`config.mk`:
```
export PLATFORM = sky130hd
export DESIGN_NAME = gpo_toggle_ctrl
export DESIGN_NICKNAME = d
export VERILOG_FILES = /design/src/rtl/gpo_pkg.sv /design/src/rtl/gpo_regfile.sv /design/src/rtl/gpo_tick_gen.sv /design/src/rtl/gpo_pin_timer.sv /design/src/rtl/gpo_toggle_ctrl.sv
export SDC_FILE = /design/constraint.sdc
export NUM_CORES = 1
export LEC_CHECK = 0
export ABC_AREA = 0
export CORE_UTILIZATION = 50
export CTS_BUF_LIST = sky130_fd_sc_hd__clkbuf_4
export CTS_CLUSTER_DIAMETER = 100
export DETAILED_ROUTE_END_ITERATION = 12
export DONT_BUFFER_PORTS = 1
export PLACE_DENSITY = 0.63
export SYNTH_ARGS = -nofsm -noshare
export SYNTH_HDL_FRONTEND = slang
export SYNTH_SLANG_ARGS = --single-unit
export TNS_END_PERCENT = 5
```
`constraint.sdc`:
```
create_clock -name clk -period 3 [get_ports clk]
set_clock_uncertainty 0.15 [all_clocks]
set_input_delay 0.15 -clock clk [delete_from_list [all_inputs] [get_ports clk]]
set_output_delay 0.15 -clock clk [all_outputs]
set_load 0.1 [all_outputs]
```
`src/rtl/gpo_pkg.sv`:
```
package gpo_pkg;

  typedef enum logic [1:0] {
    ST_ALERT = 2'd0,
    ST_RX    = 2'd1,
    ST_TX    = 2'd2
  } radio_state_e;

  localparam int unsigned ADDR_MODE     = 0;
  localparam int unsigned ADDR_LEVEL    = 1;
  localparam int unsigned ADDR_MASK     = 2;
  localparam int unsigned ADDR_PRESC    = 3;
  localparam int unsigned ADDR_RXD_BASE = 4;
  localparam int unsigned ADDR_TXD_BASE = 8;
  localparam int unsigned MANUAL_BIT    = 4;
  localparam int unsigned NIBBLE        = 4;

endpackage

```
`src/rtl/gpo_regfile.sv`:
```
module gpo_regfile
  import gpo_pkg::*;
#(
  parameter int unsigned NUM_PINS = 4,
  parameter int unsigned DATA_W   = 8,
  parameter int unsigned ADDR_W   = 4,
  parameter int unsigned DLY_W    = 8,
  parameter int unsigned PRE_W    = 7
) (
  input  logic                               clk,
  input  logic                               rst,
  input  logic                               wr_en,
  input  logic [ADDR_W-1:0]                  wr_addr,
  input  logic [DATA_W-1:0]                  wr_data,
  output logic                               manual_o,
  output logic [NUM_PINS-1:0]                lvl_man_o,
  output logic [NUM_PINS-1:0]                lvl_init_o,
  output logic [NUM_PINS-1:0]                rx_mask_o,
  output logic [NUM_PINS-1:0]                tx_mask_o,
  output logic [PRE_W-1:0]                   presc_o,
  output logic [NUM_PINS-1:0][DLY_W-1:0]     rx_dly_o,
  output logic [NUM_PINS-1:0][DLY_W-1:0]     tx_dly_o
);

  logic              manual_q;
  logic [DATA_W-1:0] level_q;
  logic [DATA_W-1:0] mask_q;
  logic [PRE_W-1:0]  presc_q;

  logic hit_mode, hit_level, hit_mask, hit_presc;

  assign hit_mode  = wr_en && (wr_addr == ADDR_W'(ADDR_MODE));
  assign hit_level = wr_en && (wr_addr == ADDR_W'(ADDR_LEVEL));
  assign hit_mask  = wr_en && (wr_addr == ADDR_W'(ADDR_MASK));
  assign hit_presc = wr_en && (wr_addr == ADDR_W'(ADDR_PRESC));

  // Only the mode bit is stored; the other mode bits have no function.
  always_ff @(posedge clk) begin
    if (rst) begin
      manual_q <= 1'b0;
      level_q  <= '0;
      mask_q   <= '0;
      presc_q  <= '0;
    end else begin
      if (hit_mode)  manual_q <= wr_data[MANUAL_BIT];
      if (hit_level) level_q  <= wr_data;
      if (hit_mask)  mask_q   <= wr_data;
      if (hit_presc) presc_q  <= wr_data[PRE_W-1:0];
    end
  end

  for (genvar i = 0; i < NUM_PINS; i++) begin : g_dly
    logic [DLY_W-1:0] rxd_q, txd_q;
    always_ff @(posedge clk) begin
      if (rst) begin
        rxd_q <= '0;
        txd_q <= '0;
      end else begin
        if (wr_en && (wr_addr == ADDR_W'(ADDR_RXD_BASE + i))) rxd_q <= wr_data[DLY_W-1:0];
        if (wr_en && (wr_addr == ADDR_W'(ADDR_TXD_BASE + i))) txd_q <= wr_data[DLY_W-1:0];
      end
    end
    assign rx_dly_o[i] = rxd_q;
    assign tx_dly_o[i] = txd_q;
  end

  assign manual_o   = manual_q;
  assign lvl_man_o  = level_q[NIBBLE +: NUM_PINS];
  assign lvl_init_o = level_q[0 +: NUM_PINS];
  assign rx_mask_o  = mask_q[NIBBLE +: NUM_PINS];
  assign tx_mask_o  = mask_q[0 +: NUM_PINS];
  assign presc_o    = presc_q;


  reset_clear_chk: assert property (@(posedge clk) $past(rst) |-> (!manual_q && level_q == '0));

endmodule

```
`src/rtl/gpo_tick_gen.sv`:
```
module gpo_tick_gen #(
  parameter int unsigned PRE_W = 7
) (
  input  logic             clk,
  input  logic             rst,
  input  logic             restart,
  input  logic [PRE_W-1:0] presc,
  output logic             tick
);

  logic [PRE_W-1:0] cnt_q;

  // ">=" keeps the period bounded if the limit is lowered mid-count.
  assign tick = (cnt_q >= presc);

  always_ff @(posedge clk) begin
    if (rst || restart) cnt_q <= '0;
    else if (tick)      cnt_q <= '0;
    else                cnt_q <= cnt_q + PRE_W'(1);
  end


  tick_step_chk: assert property (@(posedge clk) disable iff (rst)
    (!restart && !tick) |=> (cnt_q == $past(cnt_q) + PRE_W'(1)));


  restart_align_chk: assert property (@(posedge clk) disable iff (rst)
    restart |=> (cnt_q == '0));

endmodule

```
`src/rtl/gpo_pin_timer.sv`:
```
module gpo_pin_timer #(
  parameter int unsigned DLY_W = 8
) (
  input  logic             clk,
  input  logic             rst,
  input  logic             evt,
  input  logic             start,
  input  logic             bypass,
  input  logic [DLY_W-1:0] dly,
  input  logic             tick,
  output logic             act_nxt_o,
  output logic             act_o
);

  logic [DLY_W-1:0] cnt_q, cnt_n;
  logic             act_q, act_n;

  always_comb begin
    cnt_n = cnt_q;
    act_n = act_q;
    if (evt) begin
      act_n = 1'b0;
      cnt_n = '0;
      if (start) begin
        if (bypass || dly == '0) act_n = 1'b1;
        else                     cnt_n = dly;
      end
    end else if (tick && cnt_q != '0) begin
      cnt_n = cnt_q - DLY_W'(1);
      if (cnt_q == DLY_W'(1)) act_n = 1'b1;
    end
  end

  always_ff @(posedge clk) begin
    if (rst) begin
      cnt_q <= '0;
      act_q <= 1'b0;
    end else begin
      cnt_q <= cnt_n;
      act_q <= act_n;
    end
  end

  assign act_nxt_o = act_n;
  assign act_o     = act_q;


  no_early_fire_chk: assert property (@(posedge clk) disable iff (rst)
    (cnt_q != '0) |-> !act_q);


  zero_delay_chk: assert property (@(posedge clk) disable iff (rst)
    (evt && start && (bypass || dly == '0)) |=> act_q);


  cancel_chk: assert property (@(posedge clk) disable iff (rst)
    (evt && !start) |=> (!act_q && cnt_q == '0));

endmodule

```
`src/rtl/gpo_toggle_ctrl.sv`:
```
module gpo_toggle_ctrl
  import gpo_pkg::*;
#(
  parameter int unsigned NUM_PINS = 4,
  parameter int unsigned DATA_W   = 8,
  parameter int unsigned ADDR_W   = 4,
  parameter int unsigned DLY_W    = 8,
  parameter int unsigned PRE_W    = 7
) (
  input  logic                clk,
  input  logic                rst,
  input  logic                wr_en,
  input  logic [ADDR_W-1:0]   wr_addr,
  input  logic [DATA_W-1:0]   wr_data,
  input  logic [1:0]          ensm_state,
  input  logic                pin_ctrl,
  input  logic                fdd_mode,
  output logic [NUM_PINS-1:0] gpo
);

  localparam int unsigned MASK_HI = NIBBLE + NUM_PINS;

  logic                           manual;
  logic [NUM_PINS-1:0]            lvl_man, lvl_init, rx_mask, tx_mask;
  logic [PRE_W-1:0]               presc;
  logic [NUM_PINS-1:0][DLY_W-1:0] rx_dly, tx_dly;

  radio_state_e st_cur, st_q;
  logic         evt, enter_rx, enter_tx, tick;
  logic [NUM_PINS-1:0] act_n, act_q, start;
  logic [NUM_PINS-1:0] gpo_q, gpo_d;

  gpo_regfile #(
    .NUM_PINS(NUM_PINS), .DATA_W(DATA_W), .ADDR_W(ADDR_W),
    .DLY_W(DLY_W), .PRE_W(PRE_W)
  ) u_regs (
    .clk(clk), .rst(rst), .wr_en(wr_en), .wr_addr(wr_addr), .wr_data(wr_data),
    .manual_o(manual), .lvl_man_o(lvl_man), .lvl_init_o(lvl_init),
    .rx_mask_o(rx_mask), .tx_mask_o(tx_mask), .presc_o(presc),
    .rx_dly_o(rx_dly), .tx_dly_o(tx_dly)
  );

  // Unknown state code is folded onto alert.
  always_comb begin
    case (ensm_state)
      2'd1:    st_cur = ST_RX;
      2'd2:    st_cur = ST_TX;
      default: st_cur = ST_ALERT;
    endcase
  end

  always_ff @(posedge clk) begin
    if (rst) st_q <= ST_ALERT;
    else     st_q <= st_cur;
  end

  assign evt      = (st_cur != st_q);
  assign enter_rx = evt && (st_cur == ST_RX) && !fdd_mode;
  assign enter_tx = evt && (st_cur == ST_TX);

  gpo_tick_gen #(.PRE_W(PRE_W)) u_tick (
    .clk(clk), .rst(rst), .restart(evt), .presc(presc), .tick(tick)
  );

  for (genvar i = 0; i < NUM_PINS; i++) begin : g_pin
    logic [DLY_W-1:0] dly_sel;
    assign start[i] = (enter_rx && rx_mask[i]) || (enter_tx && tx_mask[i]);
    assign dly_sel  = enter_tx ? tx_dly[i] : rx_dly[i];

    gpo_pin_timer #(.DLY_W(DLY_W)) u_pin (
      .clk(clk), .rst(rst), .evt(evt), .start(start[i]), .bypass(!pin_ctrl),
      .dly(dly_sel), .tick(tick), .act_nxt_o(act_n[i]), .act_o(act_q[i])
    );
  end

  assign gpo_d = manual ? lvl_man : (lvl_init ^ act_n);

  always_ff @(posedge clk) begin
    if (rst) gpo_q <= '0;
    else     gpo_q <= gpo_d;
  end

  assign gpo = gpo_q;

  initial begin
    if (NUM_PINS > NIBBLE || MASK_HI > DATA_W || DLY_W > DATA_W)
      $error("gpo_toggle_ctrl: unsupported parameter set");
  end


  manual_level_chk: assert property (@(posedge clk) disable iff (rst)
    manual |=> (gpo == $past(lvl_man)));


  alert_rest_chk: assert property (@(posedge clk) disable iff (rst)
    (!manual && st_cur == ST_ALERT) |=> (gpo == $past(lvl_init)));


  fdd_rx_quiet_chk: assert property (@(posedge clk) disable iff (rst)
    (fdd_mode && evt && st_cur == ST_RX) |=> (act_q == '0));


  one_state_chk: assert property (@(posedge clk) disable iff (rst)
    (evt && st_cur == ST_TX) |-> ((start & ~tx_mask) == '0));

endmodule

```
== After elaboration in Yosys (flattened, before gate mapping) ==
Index checks and enable logic that the tools add are counted.
Storage, ports and cells
  register bits: 137
  output and inout bits: 4
  word-level logic and storage cells: 144
Cells by class
  $add $sub $neg: 5
  $lt $le $gt $ge: 1
  equality and inequality tests: 20
  multiplexer cells: 42
  bitwise gates (word level): 1
  reduce and logical (&&, ||, !) cells: 52
Operators with widths (count)
  two-way mux 8 bit: 20
  equality test 8 x 1 -> 1 bit (second input constant): 4
  zero test 8 bit: 4
  nonzero test 8 bit: 4
  subtractor 8 x 1 -> 8 bit (second input constant): 4
  logical AND 1 bit: 27
  two-way mux 1 bit: 20
  equality test 4 x 3 -> 1 bit (second input constant): 4
  equality test 4 bit (second input constant): 4
  logical OR 1 bit: 9
  equality test 4 x 2 -> 1 bit (second input constant): 2
  nonzero test 2 bit: 4
  adder 7 x 1 -> 7 bit (second input constant): 1
  greater-or-equal comparator 7 bit: 1
  equality test 2 x 1 -> 1 bit (second input constant): 2
  equality test 2 bit (second input constant): 2
  equality test 4 x 1 -> 1 bit (second input constant): 1
  zero test 4 bit: 1
  two-way mux 4 bit: 1
  case mux 2 bit (2 select lines): 1
  bitwise XOR 4 bit: 1
  zero test 1 bit: 2
  != test 2 bit: 1
  OR reduction 2 bit: 1

== Logic depth before layout (Yosys ltp) ==
  depth after elaboration: 12
  gate-level depth with buffers: 10

== Cells and area by module ==
From an unflattened synthesis, not the netlist that was laid out.
Unflattened totals
  cell total of the unflattened synthesis: 739
  area, all modules: 7352.1 µm²
Modules (own cells, without submodules)
  gpo_regfile: times used 1, cells an instance 316, area each 3490.8 µm²
  gpo_pin_timer: times used 4, cells an instance 74, area each 628.1 µm²
  gpo_toggle_ctrl: times used 1, cells an instance 73, area each 890.9 µm²
  gpo_tick_gen: times used 1, cells an instance 54, area each 457.9 µm²

== Worst setup path before layout ==
Ideal clock, no wire load.
  path kind: flip-flop to flip-flop
  from: register u_tick.cnt_q[0]
  to: register g_pin[2].u_pin.cnt_q[5]
  setup time: 95 ps
  data arrival time: 2028 ps
  data required time: 2755 ps
  path slack: 727 ps
  cell stages (with the launch flop): 11
  buffers on the path: 2
  clock period less this slack: 2273 ps
  path through: dfxtp_1 -> inv_1 -> ha_1 -> nand2b_1 -> a211oi_2 -> o211ai_1 -> buf_2 -> nand2_1 -> buf_2 -> o21ai_0 -> a221oi_1
Between the ends
  cells in the longest elaborated chain, start to end: 3
RTL lines
  from (decl): line gpo_tick_gen.sv:11  | logic [PRE_W-1:0] cnt_q;
  from (signal assigned): line gpo_tick_gen.sv:19  | else cnt_q <= cnt_q + PRE_W'(1);
  greater-or-equal comparator 7 bit: line gpo_tick_gen.sv:14  | assign tick = (cnt_q >= presc);
  logical AND 1 bit: line gpo_pin_timer.sv:28  | end else if (tick && cnt_q != '0) begin
  nonzero test 2 bit (no line)
  to (signal assigned): line gpo_pin_timer.sv:39  | cnt_q <= cnt_n;
  to (decl): line gpo_pin_timer.sv:15  | logic [DLY_W-1:0] cnt_q, cnt_n;
No other way between the ends.
A chain may end at the register's enable or synchronous reset.

== Worst setup path after layout ==
  from: register u_tick.cnt_q[0]
  to: register g_pin[0].u_pin.cnt_q[0]
Between the ends
  cells in the longest elaborated chain, start to end: 3
RTL lines (line)
  greater-or-equal comparator 7 bit: gpo_tick_gen.sv:14
  logical AND 1 bit: gpo_pin_timer.sv:28
  nonzero test 2 bit (no line)
  to (signal assigned): gpo_pin_timer.sv:39
  to (decl): gpo_pin_timer.sv:15
No other way between the ends.

==> results.md <==
- Result of the run: finished clean
- Clock period minus final worst setup slack: 2810 ps
- Unrepaired setup endpoints after global routing: false
- Power Density: 539 nW/um2
- Critical Path Max Stage Delay: 630 ps
- Number of different library cells in the post-synthesis netlist: 55
- Top FF cell, synth: dfxtp_1
- Capturing element type of the critical path: flip-flop
- Clock tree from TritonCTS: built
- DR DRC count: 0
- Layout cell share with drive strength beyond 1: 7.00%
- First-pass detailed-route iteration total: 5
- Total nets after synthesis: 817
- I/O pin cnt: 23
- Yosys warns: 0
- Vias per std cell: 5.94
- Crit path top cell by count: a211oi_1
- Global placer's final weighted congestion: 0.876
- Buffer and inverter count on the worst path: 1
- CTS root buffer: clkbuf_4
- Cell count after synthesis: 782
- Synthesized area per cell: 8.69 um2
- Cell Count Post-Placement: 925
- Data arrival time of the worst path: 3120 ps
- Core utilization of the finished layout: 55.9%
- Total Neg Setup Slack: 0 ps
- EDFF count, synth: 0
- Startpoint types: flip-flop
- Worst-case setup margin in the final layout: 190 ps
- Antenna violations before repair: 2
- Share of async-settable or async-resettable flops after synthesis: 0%
- Cts bufs inserted: 17
- Number of global-route vias before repair: 5619
- Global-route wire length before repair: 29.6 mm
- Die outline area: 14100 um2
- Gate family responsible for the most delay along the worst path: compound AO/OA/AOI/OAI gates
- Cell row count: 42
- Max Fanout on Critical Path: 8
- Clock slew seen by the registers of the worst setup and hold paths: 120 ps
- Transition time of the tightest slew-check pin: 1000 ps
- Overall routing resource usage: 27.3%
- H-tree lvl count: 4
- Count of placed standard cells in the final layout, fillers left out: 977
- Pin count of the biggest net entering global routing: 139
- Tightest slew margin relative to the limit: 33.2%
- Count of max-cap constraint violations: 0
- Detailed-route wire length per cell: 18.9 um
- P_sw: 1.30 mW
- Flop and latch count out of synthesis: 137
- Port Buffers: 0
- Area growth from synthesis to final layout: 8.87%
- Cell area after synthesis: 6800 um2
- Critical path data required time: 3310 ps
- Core Region: 13200 um2
- Height of the chip: 119 um
- DRT Wirelength: 18.4 mm
- Detailed Place HPWL: 12.2 mm
- Final hold vios: 0
- Class of the most critical setup path: reg2reg
- Clk Latency, worst-skew pair: 550 ps
- Clock network fraction of total power: 26.3%
- Initial core utilization: 51.3%
- Crit share post-route: 93.7%
- Worst slack after detailed placement: 215 ps
- Max-slew violations: 0
- Cell with the largest stage delay on the worst path: a21oi_1
- Static power due to leakage: 2.81 nW
- Number of nets in the layout: 826
- Fmax: 356 MHz
- Path category of the worst min-delay check: in2reg
- Sw Ratio: 32.6%
- Total congestion overflow: 0
- Final Setup Violations: 0
- Sequential power share: 50.6%
- Worst ir drop on vdd: 0.000430 V
- DIE WIDTH: 119 um
- First-iteration detailed-routing DRC count: 529
- Cells traversed along the worst timing path: inv_1, ha_1, nand2b_1, a211oi_2, o211ai_1, a21oi_1, a211oi_1, a211oi_1
- Cell-internal power: 2.69 mW
- Fraction of the yosys area taken by sequential cells: 40.3%
- Number of antenna-violating nets in the routed design: 0
- Comb pwr share: 23.1%
- Count of vias placed by the detailed router: 5807
- Bufs on Longest Clock Path: 2
- Clock net sink count: 137
-- cell usage in the layout, fill, tap and decap left out, types with 18 or more instances in the layout --
| cell type | count |
|---|---|
| mux2i_1 | 92 |
| nand2_1 | 73 |
| nor4_1 | 23 |
| clkbuf_4 | 21 |
| dlygate4sd3_1 | 22 |
| nor2_1 | 130 |
| a21oi_1 | 18 |
| inv_1 | 35 |
| dfxtp_1 | 137 |
-- routing by layer --
metal  vias up  part of all wire (%)  track usage [%]
met3        51                   6.0             7.24
met4         2                   3.2             11.9
met5         -                 0.087                0
met2       157                    45             42.7
li1       2787                     -                -
met1      2810                    46             35.4
-- cell families (layout without fill, tap and decap cells) --
| group | after synthesis | in the layout | share of synthesized area [%] |
|---|---|---|---|
| AND/OR/NAND/NOR | 310 | 310 | 21.4 |
| flip-flops | 137 | 137 | 40.3 |
| AO/OA/AOI/OAI | 122 | 122 | 14.0 |
| multiplexers | 92 | 92 | 13.5 |
| buffers and inverters | 79 | 97 | 4.47 |
| XOR/XNOR | 26 | 26 | 3.35 |
| adder cells (fa/ha/maj) | 16 | 16 | 2.94 |
| other | 0 | 1 | 0 |
-- worst register-to-register path, delay by kind of cell (launching register included) --
kind                     cells  cell delay (ps)
AO/OA/AOI/OAI                5             1730
buffers and inverters        1               60
AND/OR/NAND/NOR              1              150
adder cells (fa/ha/maj)      1              260
flip-flops                   1              380
-- cells in the mapped netlist, types with 2 or more instances --
master | number | share of area [%]
nand3_1 | 17 | 1.3
o211ai_1 | 5 | 0.55
inv_1 | 35 | 1.9
mux2i_1 | 92 | 14
ha_1 | 16 | 2.9
xor2_1 | 14 | 1.8
a311oi_1 | 2 | 0.26
xnor2_1 | 12 | 1.5
o2111ai_2 | 3 | 0.66
nor3_1 | 10 | 0.74
o21ai_0 | 16 | 1.2
a21oi_1 | 18 | 1.3
nor4_1 | 23 | 2.1
nand2_1 | 74 | 4.1
nor3b_2 | 3 | 0.55
nand4_1 | 4 | 0.37
o32a_1 | 4 | 0.59
nor4bb_1 | 4 | 0.59
nand2b_1 | 9 | 0.83
nor2_1 | 130 | 7.2
buf_2 | 6 | 0.44
a41oi_1 | 3 | 0.39
or3_1 | 11 | 1.0
a211oi_1 | 10 | 1.1
nand3b_1 | 4 | 0.44
o32ai_1 | 3 | 0.39
buf_1 | 10 | 0.55
and3_1 | 8 | 0.74
a2bb2oi_1 | 2 | 0.26
o211a_1 | 4 | 0.59
or4_1 | 3 | 0.33
clkbuf_1 | 28 | 1.5
dfxtp_1 | 137 | 40
nor3b_1 | 3 | 0.33
a221oi_1 | 17 | 2.2
nor2b_1 | 2 | 0.18
a21oi_2 | 4 | 0.52
a2111oi_2 | 3 | 0.66
a21o_1 | 17 | 1.9
-- per-stage QoR --
step	hold slack, ps	cell area, um2	power [mW]
6_report	73.1	7400	3.99
3_5_place_dp	79.3	6930	2.87
3_3_place_gp	77.4	6930	2.84
4_1_cts	8.43	7400	4.00
5_1_grt	46.2	7400	4.20
2_1_floorplan	76.1	6800	2.73
-- area by class of cell --
type,count,area [um2]
fillers,1261,5840
multi-input cells,566,3760
flip-flops and latches,137,2740
repair buffers,34,330
well taps,176,220
clock buffers,21,158
inverters,35,131
clock inverters,7,56.3
diodes,1,2.50
-- registers in the layout (all words and copies together) (netlist names) --
name                count
gpo                     4
u_tick.cnt_q            7
u_regs.presc_o          7
u_regs.level_q          8
g_pin.u_pin.cnt_q      32
u_regs.manual_o         1
u_regs.g_dly.txd_q     32
u_regs.g_dly.rxd_q     32
g_pin.u_pin.act_o       4
u_regs.mask_q           8
st_q                    2
-- final timing paths --
kind | end | depth (start not counted) | startpoint | slack [ps]
max reg2reg | g_pin[0].u_pin.cnt_q[0]$_SDFFE_PP0P_ | 8 | u_tick.cnt_q[0]$_SDFF_PP0_ | 190
max | g_pin[0].u_pin.cnt_q[0]$_SDFFE_PP0P_ | 8 | u_tick.cnt_q[0]$_SDFF_PP0_ | 190
min | g_pin[3].u_pin.cnt_q[6]$_SDFFE_PP0P_ | 4 | ensm_state[0] | 70
min reg2reg | u_tick.cnt_q[0]$_SDFF_PP0_ | 1 | u_tick.cnt_q[0]$_SDFF_PP0_ | 330
-- timing repair --
item,4_1_cts,5_1_grt
setup buffers,0,0
hold endpoints to repair,137,0
gates resized for setup,0,1
setup endpoints to repair,0,3
hold buffers,23,0
-- power by group through the flow --
stage | combinational, mW | clock, mW | sequential (mW)
after floorplan | 0.691 | 0 | 2.03
after global routing | 1.02 | 1.15 | 2.04
after global placement | 0.791 | 0 | 2.05
after CTS | 0.907 | 1.08 | 2.02
final | 0.922 | 1.05 | 2.02
after detailed placement | 0.811 | 0 | 2.06
(Power assumes the default switching activity.)
